**src/rtl/burst_pkg.sv**
```systemverilog
package burst_pkg;

    localparam int ON_W  = 10;
    localparam int OFF_W = 14;
    localparam int AMP_W = 7;
    localparam int TMR_W = (OFF_W > ON_W) ? OFF_W : ON_W;

    localparam logic [AMP_W-1:0] AMP_SILENT      = AMP_W'(99);
    localparam logic [AMP_W-1:0] AMP_ON_DEFAULT  = AMP_W'(0);
    localparam logic [AMP_W-1:0] AMP_OFF_DEFAULT = AMP_W'(30);
    localparam logic [ON_W-1:0]  ON_MS_DEFAULT   = ON_W'(100);
    localparam logic [OFF_W-1:0] OFF_MS_DEFAULT  = OFF_W'(900);

    typedef enum logic {
        PH_OFF = 1'b0,
        PH_ON  = 1'b1
    } phase_e;

    typedef struct packed {
        logic [ON_W-1:0]  on_ms;
        logic [OFF_W-1:0] off_ms;
        logic [AMP_W-1:0] amp_on;
        logic [AMP_W-1:0] amp_off;
    } burst_cfg_t;

    function automatic burst_cfg_t default_cfg();
        burst_cfg_t c;
        c.on_ms   = ON_MS_DEFAULT;
        c.off_ms  = OFF_MS_DEFAULT;
        c.amp_on  = AMP_ON_DEFAULT;
        c.amp_off = AMP_OFF_DEFAULT;
        return c;
    endfunction

    // A zero-length phase freezes the sequencer; a zero high time means
    // the low level is the one held.
    function automatic phase_e entry_phase(burst_cfg_t c);
        return (c.on_ms == '0 && c.off_ms != '0) ? PH_OFF : PH_ON;
    endfunction

    function automatic logic can_toggle(burst_cfg_t c);
        return (c.on_ms != '0) && (c.off_ms != '0);
    endfunction

    function automatic logic [TMR_W-1:0] phase_len(burst_cfg_t c, phase_e p);
        return (p == PH_ON) ? TMR_W'(c.on_ms) : TMR_W'(c.off_ms);
    endfunction

endpackage

```
**src/rtl/burst_zc_detect.sv**
```systemverilog
module burst_zc_detect (
    input  logic clk,
    input  logic rst,
    input  logic smp_valid,
    input  logic smp_neg,
    output logic zc
);
    logic prev_neg_q;
    logic have_prev_q;

    always_ff @(posedge clk) begin
        if (rst) begin
            prev_neg_q  <= 1'b0;
            have_prev_q <= 1'b0;
        end else if (smp_valid) begin
            prev_neg_q  <= smp_neg;
            have_prev_q <= 1'b1;
        end
    end

    assign zc = smp_valid && have_prev_q && (smp_neg != prev_neg_q);
endmodule

```
**src/rtl/burst_phase_timer.sv**
```systemverilog
module burst_phase_timer #(
    parameter int TW = 14
) (
    input  logic          clk,
    input  logic          rst,
    input  logic          clear,
    input  logic          tick,
    input  logic          hold,
    input  logic [TW-1:0] dur,
    output logic          expire
);
    logic [TW-1:0] cnt_q;
    logic [TW:0]   cnt_next;

    assign cnt_next = {1'b0, cnt_q} + (TW+1)'(1);
    assign expire   = tick && !hold && (dur != '0) && (cnt_next == {1'b0, dur});

    always_ff @(posedge clk) begin
        if (rst || clear) begin
            cnt_q <= '0;
        end else if (tick && !hold && cnt_q != dur) begin
            cnt_q <= cnt_next[TW-1:0];
        end
    end
endmodule

```
**src/rtl/burst_ctrl.sv**
```systemverilog
module burst_ctrl
    import burst_pkg::*;
#(
    parameter int TW = TMR_W
) (
    input  logic              clk,
    input  logic              rst,
    input  logic              load,
    input  burst_cfg_t        new_cfg,
    input  logic              expire,
    input  logic              zc,
    input  logic              low_freq,
    output phase_e            phase,
    output burst_cfg_t        cfg,
    output logic [TW-1:0]     cur_dur,
    output logic              hold,
    output logic              go
);
    phase_e     phase_q;
    burst_cfg_t cfg_q;
    logic       pending_q;

    assign cur_dur = TW'(phase_len(cfg_q, phase_q));
    assign hold    = pending_q || !can_toggle(cfg_q);
    assign go      = (pending_q || expire) && (low_freq || zc);

    always_ff @(posedge clk) begin
        if (rst) begin
            cfg_q     <= default_cfg();
            phase_q   <= PH_ON;
            pending_q <= 1'b0;
        end else if (load) begin
            cfg_q     <= new_cfg;
            phase_q   <= entry_phase(new_cfg);
            pending_q <= 1'b0;
        end else if (go) begin
            phase_q   <= (phase_q == PH_ON) ? PH_OFF : PH_ON;
            pending_q <= 1'b0;
        end else if (expire) begin
            pending_q <= 1'b1;
        end
    end

    assign phase = phase_q;
    assign cfg   = cfg_q;
endmodule

```
**src/rtl/burst_seq.sv**
```systemverilog
module burst_seq
    import burst_pkg::*;
#(
    parameter int FREQ_W      = 17,
    parameter int LOW_FREQ_HZ = 500
) (
    input  logic              clk,
    input  logic              rst,
    input  logic              ms_tick,
    input  logic              smp_valid,
    input  logic              smp_neg,
    input  logic [FREQ_W-1:0] freq_hz,
    input  logic              cfg_load,
    input  logic [ON_W-1:0]   on_ms,
    input  logic [OFF_W-1:0]  off_ms,
    input  logic [AMP_W-1:0]  amp_on,
    input  logic [AMP_W-1:0]  amp_off,
    input  logic              mute_l,
    input  logic              mute_r,
    output logic [AMP_W-1:0]  amp_code,
    output logic              phase_on,
    output logic [AMP_W-1:0]  amp_l,
    output logic [AMP_W-1:0]  amp_r
);
    localparam logic [FREQ_W-1:0] LOW_LIMIT = FREQ_W'(LOW_FREQ_HZ);

    burst_cfg_t       new_cfg;
    burst_cfg_t       cfg;
    phase_e           phase;
    logic [TMR_W-1:0] cur_dur;
    logic             hold, go, expire, zc, low_freq;

    assign new_cfg  = '{on_ms: on_ms, off_ms: off_ms, amp_on: amp_on, amp_off: amp_off};
    assign low_freq = freq_hz < LOW_LIMIT;

    burst_zc_detect zc_i (
        .clk       (clk),
        .rst       (rst),
        .smp_valid (smp_valid),
        .smp_neg   (smp_neg),
        .zc        (zc)
    );

    burst_phase_timer #(.TW(TMR_W)) tmr_i (
        .clk    (clk),
        .rst    (rst),
        .clear  (cfg_load || go),
        .tick   (ms_tick),
        .hold   (hold),
        .dur    (cur_dur),
        .expire (expire)
    );

    burst_ctrl #(.TW(TMR_W)) ctrl_i (
        .clk      (clk),
        .rst      (rst),
        .load     (cfg_load),
        .new_cfg  (new_cfg),
        .expire   (expire),
        .zc       (zc),
        .low_freq (low_freq),
        .phase    (phase),
        .cfg      (cfg),
        .cur_dur  (cur_dur),
        .hold     (hold),
        .go       (go)
    );

    assign phase_on = (phase == PH_ON);
    assign amp_code = phase_on ? cfg.amp_on : cfg.amp_off;

    generate
        for (genvar ch = 0; ch < 2; ch++) begin : g_chan
            logic             mute_c;
            logic [AMP_W-1:0] lvl_c;
            assign mute_c = (ch == 0) ? mute_l : mute_r;
            assign lvl_c  = mute_c ? AMP_SILENT : amp_code;
            if (ch == 0) begin : g_left
                assign amp_l = lvl_c;
            end else begin : g_right
                assign amp_r = lvl_c;
            end
        end
    endgenerate
endmodule

```
**config.mk**
```make
export PLATFORM = sky130hd
export DESIGN_NAME = burst_seq
export DESIGN_NICKNAME = d
export VERILOG_FILES = /design/src/rtl/burst_pkg.sv /design/src/rtl/burst_zc_detect.sv /design/src/rtl/burst_phase_timer.sv /design/src/rtl/burst_ctrl.sv /design/src/rtl/burst_seq.sv
export SDC_FILE = /design/constraint.sdc
export NUM_CORES = 1
export LEC_CHECK = 0
export BUFFER_PORTS_ARGS = -buffer_cell sky130_fd_sc_hd__buf_2
export CORE_ASPECT_RATIO = 1.1
export CORE_MARGIN = 2
export CORE_UTILIZATION = 48
export CTS_CLUSTER_SIZE = 25
export DETAILED_ROUTE_END_ITERATION = 10
export GPL_TIMING_DRIVEN = 1
export PLACE_DENSITY_LB_ADDON = 0.08
export SYNTH_ARGS = -nofsm -noshare
export SYNTH_HDL_FRONTEND = slang
export SYNTH_SLANG_ARGS = --single-unit
```
**constraint.sdc**
```tcl
create_clock -name clk -period 2.2 [get_ports clk]
set_clock_uncertainty 0.05 [all_clocks]
set_input_delay 0.33 -clock clk [delete_from_list [all_inputs] [get_ports clk]]
set_output_delay 0.33 -clock clk [all_outputs]
set_load 0.05 [all_outputs]
```
-- Yosys cells after proc, flatten, opt, wreduce, memory -nomap -nowiden
Index checks and enable logic that the tools add are counted.
- register bits: 56
- input bits: 63
- word-level logic and storage cells: 45
- output and inout port bits: 22
- eq/ne operators: 3
- magnitude comparators: 1
- reductions and logical operators: 23
- add/subtract/negate cells: 1
- multiplexer cells: 8
- operators with widths (operator ; number):
    nonzero test 14 bit ; 3
    2-to-1 mux 7 bit ; 3
    less-than comparator 17 x 9 -> 1 bit (second input constant) ; 1
    adder 14 x 1 -> 15 bit (second input constant) ; 1
    == test 15 x 14 -> 1 bit ; 1
    2-to-1 mux 14 bit ; 1
    inequality test 14 bit ; 1
    zero test 10 bit ; 1
    nonzero test 10 bit ; 1
    logical AND 1 bit ; 9
    logical OR 1 bit ; 5
    2-to-1 mux 1 bit ; 4
    OR reduction 3 bit ; 1
    zero test 1 bit ; 2
    nonzero test 2 bit ; 1
    inequality test 1 bit ; 1

-- Logic depth before layout (Yosys ltp)
- depth in word-level cells: 12
- depth in mapped cells: 11
- depth with buffers taken out: 8

-- Modules after synthesis
From an unflattened synthesis, not the netlist that was laid out.
- cell total of the unflattened synthesis: 382
- area total of the unflattened synthesis: 3470.8 sq um
- by module, submodules not included (module ; instances ; cells each ; seq. area each (sq um) ; area each (sq um)):
    burst_ctrl ; 1 ; 166 ; 800.8 ; 1757.9
    burst_phase_timer ; 1 ; 173 ; 280.3 ; 1401.3
    burst_seq ; 1 ; 35 ; 0.0 ; 235.2
    burst_zc_detect ; 1 ; 8 ; 40.0 ; 76.3

-- Least setup slack after synthesis
OpenSTA, ideal clock, no wires.
- kind: reg-to-reg
- start point: register ctrl_i.phase_q, in the netlist ctrl_i.phase
- end point: register tmr_i.cnt_q[6]
- clock period less this slack: 2.545 ns
- required time: 2.025 ns
- arrival time: 2.369 ns
- slack: -0.345 ns
- cell stages (with the launch flop): 11
- buffers on the path: 3
- library setup time: 0.125 ns
- path through: dfxtp_1 buf_6 buf_6 mux2i_1 xnor2_1 o311a_1 o2111ai_1 nor4_2 a211o_2 buf_6 a21oi_1
- longest elaborated chain between the ends: 8
- elaborated cells on any way between the ends: 11
- those cells by class: 2 x eq/ne; 1 x mux; 8 x reduce/logical
- RTL lines (item ; RTL line ; text):
    start, declared ; burst_ctrl.sv:19 ; phase_e phase_q;
    start signal, assigned ; burst_ctrl.sv:34 ; phase_q <= entry_phase(new_cfg);
    start signal, assigned ; burst_ctrl.sv:37 ; phase_q <= (phase_q == PH_ON) ? PH_OFF : PH_ON;
    2-to-1 mux 14 bit * ; burst_pkg.sv:46 ; return (p == PH_ON) ? TMR_W'(c.on_ms) : TMR_W'(c.off_ms);
    nonzero test 14 bit ; burst_phase_timer.sv:16 ; assign expire = tick && !hold && (dur != '0) && (cnt_next == {1'b0, dur});
    logical AND 1 bit (2 in series) ; burst_phase_timer.sv:16 ;
    logical OR 1 bit ; burst_ctrl.sv:25 ; assign go = (pending_q || expire) && (low_freq || zc);
    logical AND 1 bit ; burst_ctrl.sv:25 ;
    logical OR 1 bit ; burst_seq.sv:47 ; .clear (cfg_load || go),
    logical OR 1 bit ; burst_phase_timer.sv:19 ; if (rst || clear) begin
    end signal, assigned ; burst_phase_timer.sv:22 ; cnt_q <= cnt_next[TW-1:0];
    end, declared ; burst_phase_timer.sv:12 ; logic [TW-1:0] cnt_q;
Every way passes the cells marked *; elsewhere a longest branch is shown, timed or not.
A chain may end at the register's enable or synchronous reset.

-- Worst setup path in the final report
- start point: register ctrl_i.phase_q, in the netlist ctrl_i.phase
- end point: register tmr_i.cnt_q[4]
The elaborated chain is that of the path after synthesis.

==> reports/summary.txt <==
Fraction of synthesized area in multiplexers: 15.1%
Data arrival time at the worst-slack endpoint: 2440 ps
Stages on the worst setup path: 10
Synthesized area per cell: 8.86 µm²
I/O pin total: 85
Share of synthesized cell area in and, or, nand and nor gates: 24.6%
Post-Route WL: 8500 µm
Worst r2r path cells: 10
WHS Endpoint: ctrl_i.cfg[1]
Capture instance of the worst register-to-register path: tmr_i.cnt_q[4]
Share of post-route cells with drive strength above 1: 41.1%
Total number of clock tree sinks: 56
Diodes inserted: 0
Drt first-iter violations: 77
Largest area contributor in the synthesized netlist: sky130_fd_sc_hd__dfxtp_1
Via density per instance: 5.30
Cells taking the most area after synthesis: sky130_fd_sc_hd__dfxtp_1 35%, sky130_fd_sc_hd__mux2i_1 14%, sky130_fd_sc_hd__nor2_1 6.0%
Dominant combinational cell family by area after synthesis: simple AND/OR/NAND/NOR gates
Standard cell with the maximum stage delay on the critical path: sky130_fd_sc_hd__dfxtp_4
Instance count along the most critical hold path: 2
Core area: 6520 µm²
Starting Density: 49.2%
Clock power share: 26.0%
Clk Latency, worst-skew pair: 320 ps
Headroom to the max-slew limit: 69.6%
Highest Signal Layer: met4
Switching Fraction: 32.2%
Routed WL per cell: 14.8 µm
Share of the cycle needed by the critical path after routing: 102%
Top post-synthesis cells by count: 56 x sky130_fd_sc_hd__dfxtp_1, 51 x sky130_fd_sc_hd__nor2_1, 46 x sky130_fd_sc_hd__mux2i_1
Most used flip-flop cell after synthesis: sky130_fd_sc_hd__dfxtp_1
Clk buf depth: 2
Comb power frac: 25.7%
CP Class: flop to flop
Number of register bits inferred by synthesis: 56
RSZ-0062 raised after global routing: true
Number of warning messages in the yosys log: 0
Leakage: 1.98 nW
Count of buffers from port buffering: 82
Actual slew at the worst max-slew pin: 452 ps
Net Switching: 739 µW
Cell-internal power: 1.56 mW
Sequential-to-total area share from yosys stat: 34.9%
Half-perimeter wire length of the detailed placement result: 6130 µm
Failing checks: negative setup slack
Result of the run: finished with violations
Met2 wire len: 4360 µm
Sequential cell fraction of total power: 48.3%
Time the final worst path needs with I/O delays and setup: 2240 ps
Routed length on met3: 381 µm
Total routing resource utilization after global routing: 24.4%
Slew Limit Fails: 0
Die span in y: 89.7 µm
Worst Min Path Start: amp_off[1]
Root buf cell: sky130_fd_sc_hd__clkbuf_8
Most frequent cell after synthesis: sky130_fd_sc_hd__dfxtp_1
Width of the die: 82.0 µm
Req. time, crit path: 2390 ps
Critical path buffers and inverters: 3
Tot Pwr: 2.29 mW
Maximum number of pins on one net before global-route repair: 43
Total grt overflow: 0
Post-Synth XOR/XNOR Area: 7.80%
Delay of the slowest critical-path stage: 420 ps
Number of flops mapped to enable cells by yosys: 0
Initial antenna violation count: 0
CTS H-tree lvls: 2
Final critical-path setup slack: -43.2 ps
VDD IR-drop max: 0.355 mV
Number of search-and-repair iterations in the first detailed-routing pass: 4
Clock tree from TritonCTS: yes
Class of the worst hold path: input pin to flop
Number of nets produced by synthesis: 426
Synthesized instance count: 362
Final setup vio count: 11
Share of flip-flops with an asynchronous set or reset after synthesis: 0%
Remaining routing DRC violations: 0
Number of global-route vias before repair: 3076
Distinct cell type count after synthesis: 51
Global-route wire length before repair: 14200 µm
DRT antenna net count: 0
Worst setup EP type: flop
Adder-cell share of the synthesized area: 0.390%
Cells traversed along the worst timing path: buf_8, mux2i_4, xnor2_2, nor3_1, a31oi_1, nor4_2, buf_4, a211o_4, buf_4, a21oi_1
Area enclosed by the die boundary: 7350 µm²
Startpoint kind of the worst setup timing path: flop
Area of the mapped netlist: 3210 µm²
Category of cells accounting for the largest share of critical-path delay: compound AO/OA/AOI/OAI gates
Top achievable clock speed: 0.446 GHz
Fraction of the mapped netlist area in compound gates: 11.3%
NumNets Final: 555
Register clock-pin slew on the reported worst setup and hold paths: 110 ps
Hold Buf Count CTS: 0
Routability Congestion: 0.871
Worst r2r src: ctrl_i.phase
Area added between synthesis and finish: 37.1%
Flop2flop setup slack: -40 ps
Num CTS Buffers: 5
M1 wire length: 3610 µm
Number of hold violations in the final report: 0
Via count: 3045
Largest fanout of any net on the critical path: 6
Max_cap viols: 0
Final-layout setup total negative slack: -268 ps
Critical path's most frequent cell: sky130_fd_sc_hd__buf_4
Placement row count: 31
Total power per unit cell area: 522 nW/µm²
Top cell type's share of synthesized area: 34.9%
-- cell families after synthesis --
group / count (synthesis)
and+or+nand+nor: 145
xor gates and xnor gates: 26
adders and majority gates: 1
AOI/OAI and AO/OA: 51
muxes: 48
buffers and inverters: 35
DFF: 56
-- power by group through the flow --
stage | Combinational [mW] | Clock, mW | Sequential, mW
floorplan | 0.369 | 0 | 1.11
global placement | 0.515 | 0 | 1.12
detailed placement | 0.521 | 0 | 1.13
CTS | 0.573 | 0.608 | 1.10
global route | 0.636 | 0.643 | 1.12
finish | 0.591 | 0.596 | 1.11
-- stage by stage --
stage               instance area [µm²]  hold slack, ps  cells  worst slack (ps)  util (%)
global route                       4400             155    574              -149      67.5
global placement                   3960             399    551              -102      60.8
detailed placement                 3960             425    551              -132      60.8
CTS                                4320             158    572             -19.7      66.2
finish                             4400             161    574             -43.2      67.5
floorplan                          3230             388    362             -40.8         -
-- timing repair --
| item | 4_1_cts | 5_1_grt |
|---|---|---|
| buffers inserted | 12 | 2 |
| pin swaps | 11 | 8 |
| gates resized for setup | 34 | 16 |
| gates cloned | 1 | 0 |
| endpoints found under the setup margin | 15 | 25 |
-- worst register-to-register path, delay by kind of cell (launching register included) --
kind / cells / cell delay [ps]
AOI/OAI and AO/OA: 3 / 690
buffers and inverters: 3 / 450
DFF: 1 / 420
muxes: 1 / 260
xor gates and xnor gates: 1 / 160
and+or+nand+nor: 2 / 150
-- layout by cell type (no fill, tap or decap), drive strengths merged, types with 2 or more instances in the layout --
cell type / netlist / routed
a211o: 12 / 13
a21oi: 14 / 14
and3: 2 / 2
and4: 2 / 2
buf: 11 / 144
clkbuf: 12 / 6
dfxtp: 56 / 56
inv: 12 / 14
mux2i: 47 / 47
nand2: 8 / 8
nand2b: 12 / 12
nand3: 6 / 6
nand4: 12 / 12
nor2: 52 / 52
nor2b: 13 / 13
nor3: 12 / 12
nor3b: 2 / 2
nor4: 15 / 15
o2111ai: 2 / 2
o211ai: 4 / 4
o21a: 2 / 2
o21ai: 6 / 6
o21ba: 2 / 2
o31ai: 5 / 5
or4: 6 / 6
xnor2: 16 / 16
xor2: 9 / 9
-- worst max path at each step --
stage | end | from | slack [ps]
after floorplan | tmr_i.cnt_q[6] | ctrl_i.phase | -40
after global placement | tmr_i.cnt_q[12] | ctrl_i.phase | -100
after detailed placement | tmr_i.cnt_q[12] | tmr_i.cnt_q[0] | -130
after CTS | tmr_i.cnt_q[6] | ctrl_i.phase | -20
after global routing | tmr_i.cnt_q[12] | ctrl_i.phase | -150
final | tmr_i.cnt_q[4] | ctrl_i.phase | -40
-- state kept, by name, summed over array words and instances, names as in the netlist --
register,count
ctrl_i.cfg,38
ctrl_i.phase,1
zc_i.prev_neg_q,1
tmr_i.cnt_q,14
zc_i.have_prev_q,1
ctrl_i.pending_q,1
-- routing by layer --
layer / global-route usage, % / vias to the layer above
li1: - / 1554
met1: 29.2 / 1404
met2: 43.0 / 71
met3: 4.72 / 16
met4: 7.50 / 0
met5: 0 / -
-- layout make-up --
| type | count | area [µm²] |
|---|---|---|
| clock buffer | 6 | 72.6 |
| timing repair buffer | 144 | 898 |
| fill | 553 | 2120 |
| tap | 82 | 103 |
| clock inverter | 2 | 17.5 |
| multi-input combinational | 272 | 2130 |
| sequential | 56 | 1130 |
| inverter | 12 | 45.0 |
Note: power is estimated with default switching activity, not from simulation.
